[src/rtl/mdu_pkg.sv]
package mdu_pkg;

   typedef enum logic [2:0] {
      OP_MUL_S = 3'd0,
      OP_MUL_U = 3'd1,
      OP_DIV_S = 3'd2,
      OP_DIV_U = 3'd3,
      OP_RD_UP = 3'd4,
      OP_RD_LO = 3'd5,
      OP_WR_UP = 3'd6,
      OP_WR_LO = 3'd7
   } mdu_op_e;

   typedef enum logic [1:0] {
      ST_IDLE  = 2'd0,
      ST_SETUP = 2'd1,
      ST_RUN   = 2'd2
   } mdu_state_e;

endpackage

[src/rtl/mdu_mul_iter.sv]
module mdu_mul_iter #(
   parameter int WIDTH = 32
) (
   input  logic                 clk,
   input  logic                 rst_n,
   input  logic                 load,
   input  logic                 step,
   input  logic [WIDTH-1:0]     mcand_in,
   input  logic [WIDTH-1:0]     mplier_in,
   output logic [2*WIDTH-1:0]   prod_next
);
   localparam int PW = 2 * WIDTH;

   logic [WIDTH-1:0] mcand_q;
   logic [PW-1:0]    acc_q;
   logic [WIDTH:0]   partial;

   // add the multiplicand when the current multiplier bit is set, then shift right
   always_comb begin
      partial   = {1'b0, acc_q[PW-1:WIDTH]} + (acc_q[0] ? {1'b0, mcand_q} : '0);
      prod_next = {partial, acc_q[WIDTH-1:1]};
   end

   always_ff @(posedge clk or negedge rst_n) begin
      if (!rst_n) begin
         mcand_q <= '0;
         acc_q   <= '0;
      end else if (load) begin
         mcand_q <= mcand_in;
         acc_q   <= {{WIDTH{1'b0}}, mplier_in};
      end else if (step) begin
         acc_q   <= prod_next;
      end
   end

endmodule

[src/rtl/mdu_div_iter.sv]
module mdu_div_iter #(
   parameter int WIDTH = 32
) (
   input  logic               clk,
   input  logic               rst_n,
   input  logic               load,
   input  logic               step,
   input  logic [WIDTH-1:0]   dividend_in,
   input  logic [WIDTH-1:0]   divisor_in,
   output logic [WIDTH-1:0]   quo_next,
   output logic [WIDTH-1:0]   rem_next
);
   logic [WIDTH-1:0] divisor_q;
   logic [WIDTH-1:0] rem_q;
   logic [WIDTH-1:0] quo_q;
   logic [WIDTH:0]   shifted;
   logic [WIDTH+1:0] trial;
   logic             too_small;

   // restoring step: bring down one dividend bit, subtract if it fits
   always_comb begin
      shifted   = {rem_q, quo_q[WIDTH-1]};
      trial     = {1'b0, shifted} - {2'b00, divisor_q};
      too_small = trial[WIDTH+1];
      rem_next  = too_small ? shifted[WIDTH-1:0] : trial[WIDTH-1:0];
      quo_next  = {quo_q[WIDTH-2:0], ~too_small};
   end

   always_ff @(posedge clk or negedge rst_n) begin
      if (!rst_n) begin
         divisor_q <= '0;
         rem_q     <= '0;
         quo_q     <= '0;
      end else if (load) begin
         divisor_q <= divisor_in;
         rem_q     <= '0;
         quo_q     <= dividend_in;
      end else if (step) begin
         rem_q     <= rem_next;
         quo_q     <= quo_next;
      end
   end

endmodule

[src/rtl/muldiv_hilo.sv]
module muldiv_hilo
   import mdu_pkg::*;
#(
   parameter int WIDTH = 32
) (
   input  logic               clk,
   input  logic               rst_n,
   input  logic               cmd_valid,
   input  logic [2:0]         cmd_op,
   input  logic [WIDTH-1:0]   opnd_a,
   input  logic [WIDTH-1:0]   opnd_b,
   output logic               busy,
   output logic               rd_valid,
   output logic [WIDTH-1:0]   rd_data
);
   localparam int CNT_W = $clog2(WIDTH) + 1;
   localparam int PW    = 2 * WIDTH;

   generate
      if (WIDTH < 2) begin : g_width_check
         $error("muldiv_hilo: WIDTH must be at least 2");
      end
   endgenerate

   mdu_state_e        state_q;
   logic [CNT_W-1:0]  cnt_q;
   logic              op_div_q;
   logic              op_uns_q;
   logic [WIDTH-1:0]  a_q;
   logic [WIDTH-1:0]  b_q;
   logic [WIDTH-1:0]  upper_q;
   logic [WIDTH-1:0]  lower_q;
   logic              rd_pend_q;
   logic              rd_sel_q;
   logic              rd_valid_q;
   logic [WIDTH-1:0]  rd_data_q;

   logic              cmd_rd;
   logic              finishing;
   logic              sel_eff;
   logic              neg_res;
   logic              rem_neg;
   logic [WIDTH-1:0]  mag_a;
   logic [WIDTH-1:0]  mag_b;
   logic [PW-1:0]     prod_next;
   logic [PW-1:0]     prod_fix;
   logic [WIDTH-1:0]  quo_next;
   logic [WIDTH-1:0]  rem_next;
   logic [WIDTH-1:0]  fin_up;
   logic [WIDTH-1:0]  fin_lo;

   always_comb begin
      cmd_rd    = cmd_valid & cmd_op[2] & ~cmd_op[1];
      finishing = (state_q == ST_RUN) && (cnt_q == CNT_W'(WIDTH - 1));
      sel_eff   = rd_pend_q ? rd_sel_q : cmd_op[0];
      neg_res   = ~op_uns_q & (a_q[WIDTH-1] ^ b_q[WIDTH-1]);
      rem_neg   = ~op_uns_q & a_q[WIDTH-1];
      mag_a     = (~op_uns_q & a_q[WIDTH-1]) ? (~a_q + 1'b1) : a_q;
      mag_b     = (~op_uns_q & b_q[WIDTH-1]) ? (~b_q + 1'b1) : b_q;
      prod_fix  = neg_res ? (~prod_next + 1'b1) : prod_next;
      if (op_div_q) begin
         fin_lo = neg_res ? (~quo_next + 1'b1) : quo_next;
         fin_up = rem_neg ? (~rem_next + 1'b1) : rem_next;
      end else begin
         fin_lo = prod_fix[WIDTH-1:0];
         fin_up = prod_fix[PW-1:WIDTH];
      end
   end

   mdu_mul_iter #(.WIDTH(WIDTH)) u_mul (
      .clk       (clk),
      .rst_n     (rst_n),
      .load      (state_q == ST_SETUP && !op_div_q),
      .step      (state_q == ST_RUN && !op_div_q),
      .mcand_in  (mag_a),
      .mplier_in (mag_b),
      .prod_next (prod_next)
   );

   mdu_div_iter #(.WIDTH(WIDTH)) u_div (
      .clk         (clk),
      .rst_n       (rst_n),
      .load        (state_q == ST_SETUP && op_div_q),
      .step        (state_q == ST_RUN && op_div_q),
      .dividend_in (mag_a),
      .divisor_in  (mag_b),
      .quo_next    (quo_next),
      .rem_next    (rem_next)
   );

   always_ff @(posedge clk or negedge rst_n) begin
      if (!rst_n) begin
         state_q    <= ST_IDLE;
         cnt_q      <= '0;
         op_div_q   <= 1'b0;
         op_uns_q   <= 1'b0;
         a_q        <= '0;
         b_q        <= '0;
         upper_q    <= '0;
         lower_q    <= '0;
         rd_pend_q  <= 1'b0;
         rd_sel_q   <= 1'b0;
         rd_valid_q <= 1'b0;
         rd_data_q  <= '0;
      end else begin
         rd_valid_q <= 1'b0;
         case (state_q)
            ST_IDLE: begin
               if (cmd_valid) begin
                  if (!cmd_op[2]) begin
                     op_div_q <= cmd_op[1];
                     op_uns_q <= cmd_op[0];
                     a_q      <= opnd_a;
                     b_q      <= opnd_b;
                     state_q  <= ST_SETUP;
                  end else if (!cmd_op[1]) begin
                     rd_valid_q <= 1'b1;
                     rd_data_q  <= cmd_op[0] ? lower_q : upper_q;
                  end else if (cmd_op[0]) begin
                     lower_q <= opnd_a;
                  end else begin
                     upper_q <= opnd_a;
                  end
               end
            end
            ST_SETUP: begin
               cnt_q   <= '0;
               state_q <= ST_RUN;
               if (cmd_rd && !rd_pend_q) begin
                  rd_pend_q <= 1'b1;
                  rd_sel_q  <= cmd_op[0];
               end
            end
            default: begin
               if (finishing) begin
                  upper_q   <= fin_up;
                  lower_q   <= fin_lo;
                  state_q   <= ST_IDLE;
                  rd_pend_q <= 1'b0;
                  if (rd_pend_q || cmd_rd) begin
                     rd_valid_q <= 1'b1;
                     rd_data_q  <= sel_eff ? fin_lo : fin_up;
                  end
               end else begin
                  cnt_q <= cnt_q + 1'b1;
                  if (cmd_rd && !rd_pend_q) begin
                     rd_pend_q <= 1'b1;
                     rd_sel_q  <= cmd_op[0];
                  end
               end
            end
         endcase
      end
   end

   assign busy     = (state_q != ST_IDLE);
   assign rd_valid = rd_valid_q;
   assign rd_data  = rd_data_q;

endmodule

[config.mk]
export PLATFORM = sky130hd
export DESIGN_NAME = muldiv_hilo
export DESIGN_NICKNAME = d
export VERILOG_FILES = /design/src/rtl/mdu_pkg.sv /design/src/rtl/mdu_mul_iter.sv /design/src/rtl/mdu_div_iter.sv /design/src/rtl/muldiv_hilo.sv
export SDC_FILE = /design/constraint.sdc
export NUM_CORES = 1
export LEC_CHECK = 0
export BUFFER_PORTS_ARGS = -buffer_cell sky130_fd_sc_hd__buf_4
export CORE_ASPECT_RATIO = 0.6
export CORE_MARGIN = 2
export CORE_UTILIZATION = 60
export DETAILED_ROUTE_END_ITERATION = 12
export GPL_TIMING_DRIVEN = 1
export HOLD_SLACK_MARGIN = 0.06
export PLACE_DENSITY = 0.84
export SLEW_MARGIN = 25
export SYNTH_ARGS = -nofsm -noshare
export SYNTH_HDL_FRONTEND = slang
export SYNTH_SLANG_ARGS = --single-unit
[constraint.sdc]
create_clock -name clk -period 11.7 [get_ports clk]
set_input_delay 2.34 -clock clk [delete_from_list [all_inputs] [get_ports clk]]
set_output_delay 2.34 -clock clk [all_outputs]
set_load 0.005 [all_outputs]
==> summary.md <==
| Metric | Value |
|---|---|
| Synth top area cells | dfrtp_1 (37%), o21ai_0 (6.9%), nand2_1 (6.0%), a21oi_1 (4.7%), xnor2_1 (4.1%) |
| First-pass GRT wire length | 137,000 um |
| CTS Hold Buffers Added | 0 |
| Most frequent cells in the layout | nand2_1 (395), dfrtp_1 (364), o21ai_0 (342) |
| CTS max path bufs | 3 |
| Worst reg-to-reg path cell count | 16 |
| DR iter-0 viols | 3,775 |
| Status | completed |
| Crit path cell chain | ha_1 -> nor2b_1 -> o2111ai_1 -> a2111oi_2 -> o31a_1 -> or2_2 -> buf_4 -> inv_2 -> buf_4 -> or3_1 -> o31a_1 -> nor3_1 -> a41oi_1 -> xor2_1 -> nor2_1 -> o31ai_1 |
| RSZ-0062 raised after global routing | no |
| Fmax | 0.166 GHz |
| Clock Sinks | 365 |
| Number of antenna violations at the first check in global routing | 3 |
| Final Wtd Congestion | 1.04 |
| IO buf count | 103 |
| Slew @ Worst Pin | 1.09 ns |
| Worst slew margin relative to its limit | 0.268 |
| Critical Path AT | 6.46 ns |
| Clock latency on the worst-skew pair | 0.55 ns |
| Largest net degree at the start of global routing | ~170 |
| Netlist Area Pre-Place | 25,000 um2 |
| Starting Density | 0.613 |
| Tmin final | 6.01 ns |
| Utilization after layout | 0.671 |
| Critical path endpoint category | flip-flop |
| Sequential-to-total area share from yosys stat | 0.366 |
| DRT Pass-1 Iters | 6 |
| Critical path type | reg -> reg |
| Residual DRC | 0 |
| Seq cells post-synth | 365 |
| Hold Path Cell Cnt | 2 |
| Core ar. | 40,700 um2 |
| Layout cells sized above 1 | 0.109 |
| Largest area contributor in the netlist | dfrtp_1 |
| Vias in the first global route | approximately 23,000 |
| Die Area | 43,300 um2 |
| Synthesized Nets | 3,129 |
| WL per Instance | approximately 25 um |
| Syn Inst Count | 2,987 |
| Synth Flop Type | dfrtp_1 |
| TritonCTS buffer count | 37 |
| CP peak stage delay | 0.75 ns |
| Post-CTS setup buffers | 0 |
| HP Class | reg -> reg |
| Fin nets | 3,112 |
| Fillers | 3,299 |
| Max cap viols | 0 |
| Most common cell after layout, fill and taps aside | nand2_1 |
| # resized after CTS | 0 |
| Hpwl dp | 65,800 um |
| Top cell type's share of synthesized area | 0.366 |
| GRT overflow | 0 |
| Yosys warns | 0 |
| Worst Path Max Fanout | 50 |
| Avg Synthesized Cell Area | ~8.4 um2 |
| H-tree Lvls | 2 |
| Unique masters post-synth | slightly above 90 |
| Clk_skew | 0.0235 ns |
| Root Buffer | clkbuf_16 |
| Routed WL | 89,500 um |
| Slowest stage cell, crit path | nor3_1 |
| Row cnt | 57 |
| CP required | 12.16 ns |
| Die height | 162 um |
| Total number of vias | 24,400 |
| CTS tree | built |
| CP Launch Type | flip-flop |
| Width of the die | 267 um |
| Setup Total Neg Slack | 0 ns |
| Fin crit share | 0.513 |
| Reg clk slew, reported paths | 0.07 ns |
| GR Util All Layers | 0.412 |
| Boundary Pins | between 100 and 150 |
| Post-DRT Antenna Nets | 0 |
| Max-slew violations | 0 |
| Synth-to-layout area growth | 9.52% |
| Vias per cell | 6.86 |
| Number of synthesized flops with an enable pin | 0 |
| # setup viols final | 0 |
| Final hold vios | 0 |
| Post-synth ARST share | 1.00 |
==> area by class of cell <==
class / count / area [um2] / share of cell area
Clock buffer: 57 / 1120 / 0.0411
Inverter: 73 / 274 / 0.0100
Antenna cell: 5 / 12.5 / 0.000458
Tap cell: 560 / 701 / 0.0256
Clock inverter: 8 / 105 / 0.00384
Timing Repair Buffer: 133 / 1060 / 0.0387
Multi-Input combinational cell: 2360 / 14900 / 0.546
Sequential cell: 365 / 9140 / 0.334
==> critical path, delay by kind of cell, from the launching register on <==
family                     cells  cell delay [ns]
buffers and inverters          3             0.86
DFF                            1             0.47
and+or+nand+nor                5             1.73
xor gates and xnor gates       1             0.47
adders and majority gates      1             0.33
AOI/OAI and AO/OA              6             2.02
==> sequential cells by signal (all words and copies together) (netlist names), 2 cells and up <==
name and flops:
u_div.quo_q 32, u_div.rem_q 32, upper_q 32, cnt_q 6
rd_data 32, u_div.divisor_q 32, lower_q 32, state_q 2
a_q 32, b_q 32, u_mul.mcand_q 32, u_mul.acc_q 64
==> logic make-up after synthesis <==
| kind of cell | after synthesis | share of synthesized area |
|---|---|---|
| buffers and inverters | 262 | 0.0400 |
| adders and majority gates | 72 | 0.0367 |
| xor gates and xnor gates | 217 | 0.0761 |
| muxes | 146 | 0.0636 |
| AOI/OAI and AO/OA | 949 | 0.235 |
| and+or+nand+nor | 976 | 0.183 |
| DFF | 365 | 0.366 |
==> Yosys cell counts, drive strengths merged (8+ instances only) <==
cell     number
a2111oi      10
a211oi       23
a21boi       12
a21o         38
a21oi       234
a221o         8
a22o         34
a22oi        35
a31oi        32
and2         59
and3         37
buf          26
clkbuf      163
dfrtp       365
ha           70
inv          72
mux2         81
mux2i        63
nand2       397
nand2b       16
nand3        55
nand4        24
nor2        198
nor2b        16
nor3         73
nor3b        15
nor4         18
o211ai       28
o21a         17
o21ai       352
o21bai        9
o221ai        8
o31ai        36
o41ai        13
or2          10
or3          24
or4          17
xnor2       117
xor2        100
==> per-layer routing <==
layer / vias up / part of all wire / global-route usage
li1: 10700 / - / -
met5: - / 0.00010 / 0
met1: 11700 / 0.42 / 0.604
met4: 2 / 0.034 / 0.126
met2: 1768 / 0.40 / 0.563
met3: 236 / 0.15 / 0.148
==> final timing paths <==
path	slack (ns)	startpoint	endpoint
max in group asynchronous	7.88	rst_n	lower_q[8]
min in group asynchronous	1.67	rst_n	u_div.divisor_q[23]
hold / removal	0.48	u_mul.mcand_q[18]	u_mul.mcand_q[18]
hold reg to reg	0.48	u_mul.mcand_q[18]	u_mul.mcand_q[18]
setup reg to reg	5.69	u_div.rem_q[0]	rd_data[31]
setup / recovery	5.69	u_div.rem_q[0]	rd_data[31]
==> per-stage QoR <==
stage / cell area (um2) / std cells / hold slack, ns / setup slack (ns)
final: 27300 / 3561 / 0.477 / 5.69
after global routing: 27300 / 3556 / 0.497 / 5.38
after CTS: 27300 / 3554 / 0.476 / 5.94
after detailed placement: 26000 / 3489 / 0.463 / 5.96
after global placement: 26000 / 3489 / 0.458 / 6.16
after floorplan: 25000 / 2987 / 0.442 / 6.48
Power is left out: the tool's default activity adds up to more than one toggle a clock period on the data nets, which glitch-free logic cannot reach.
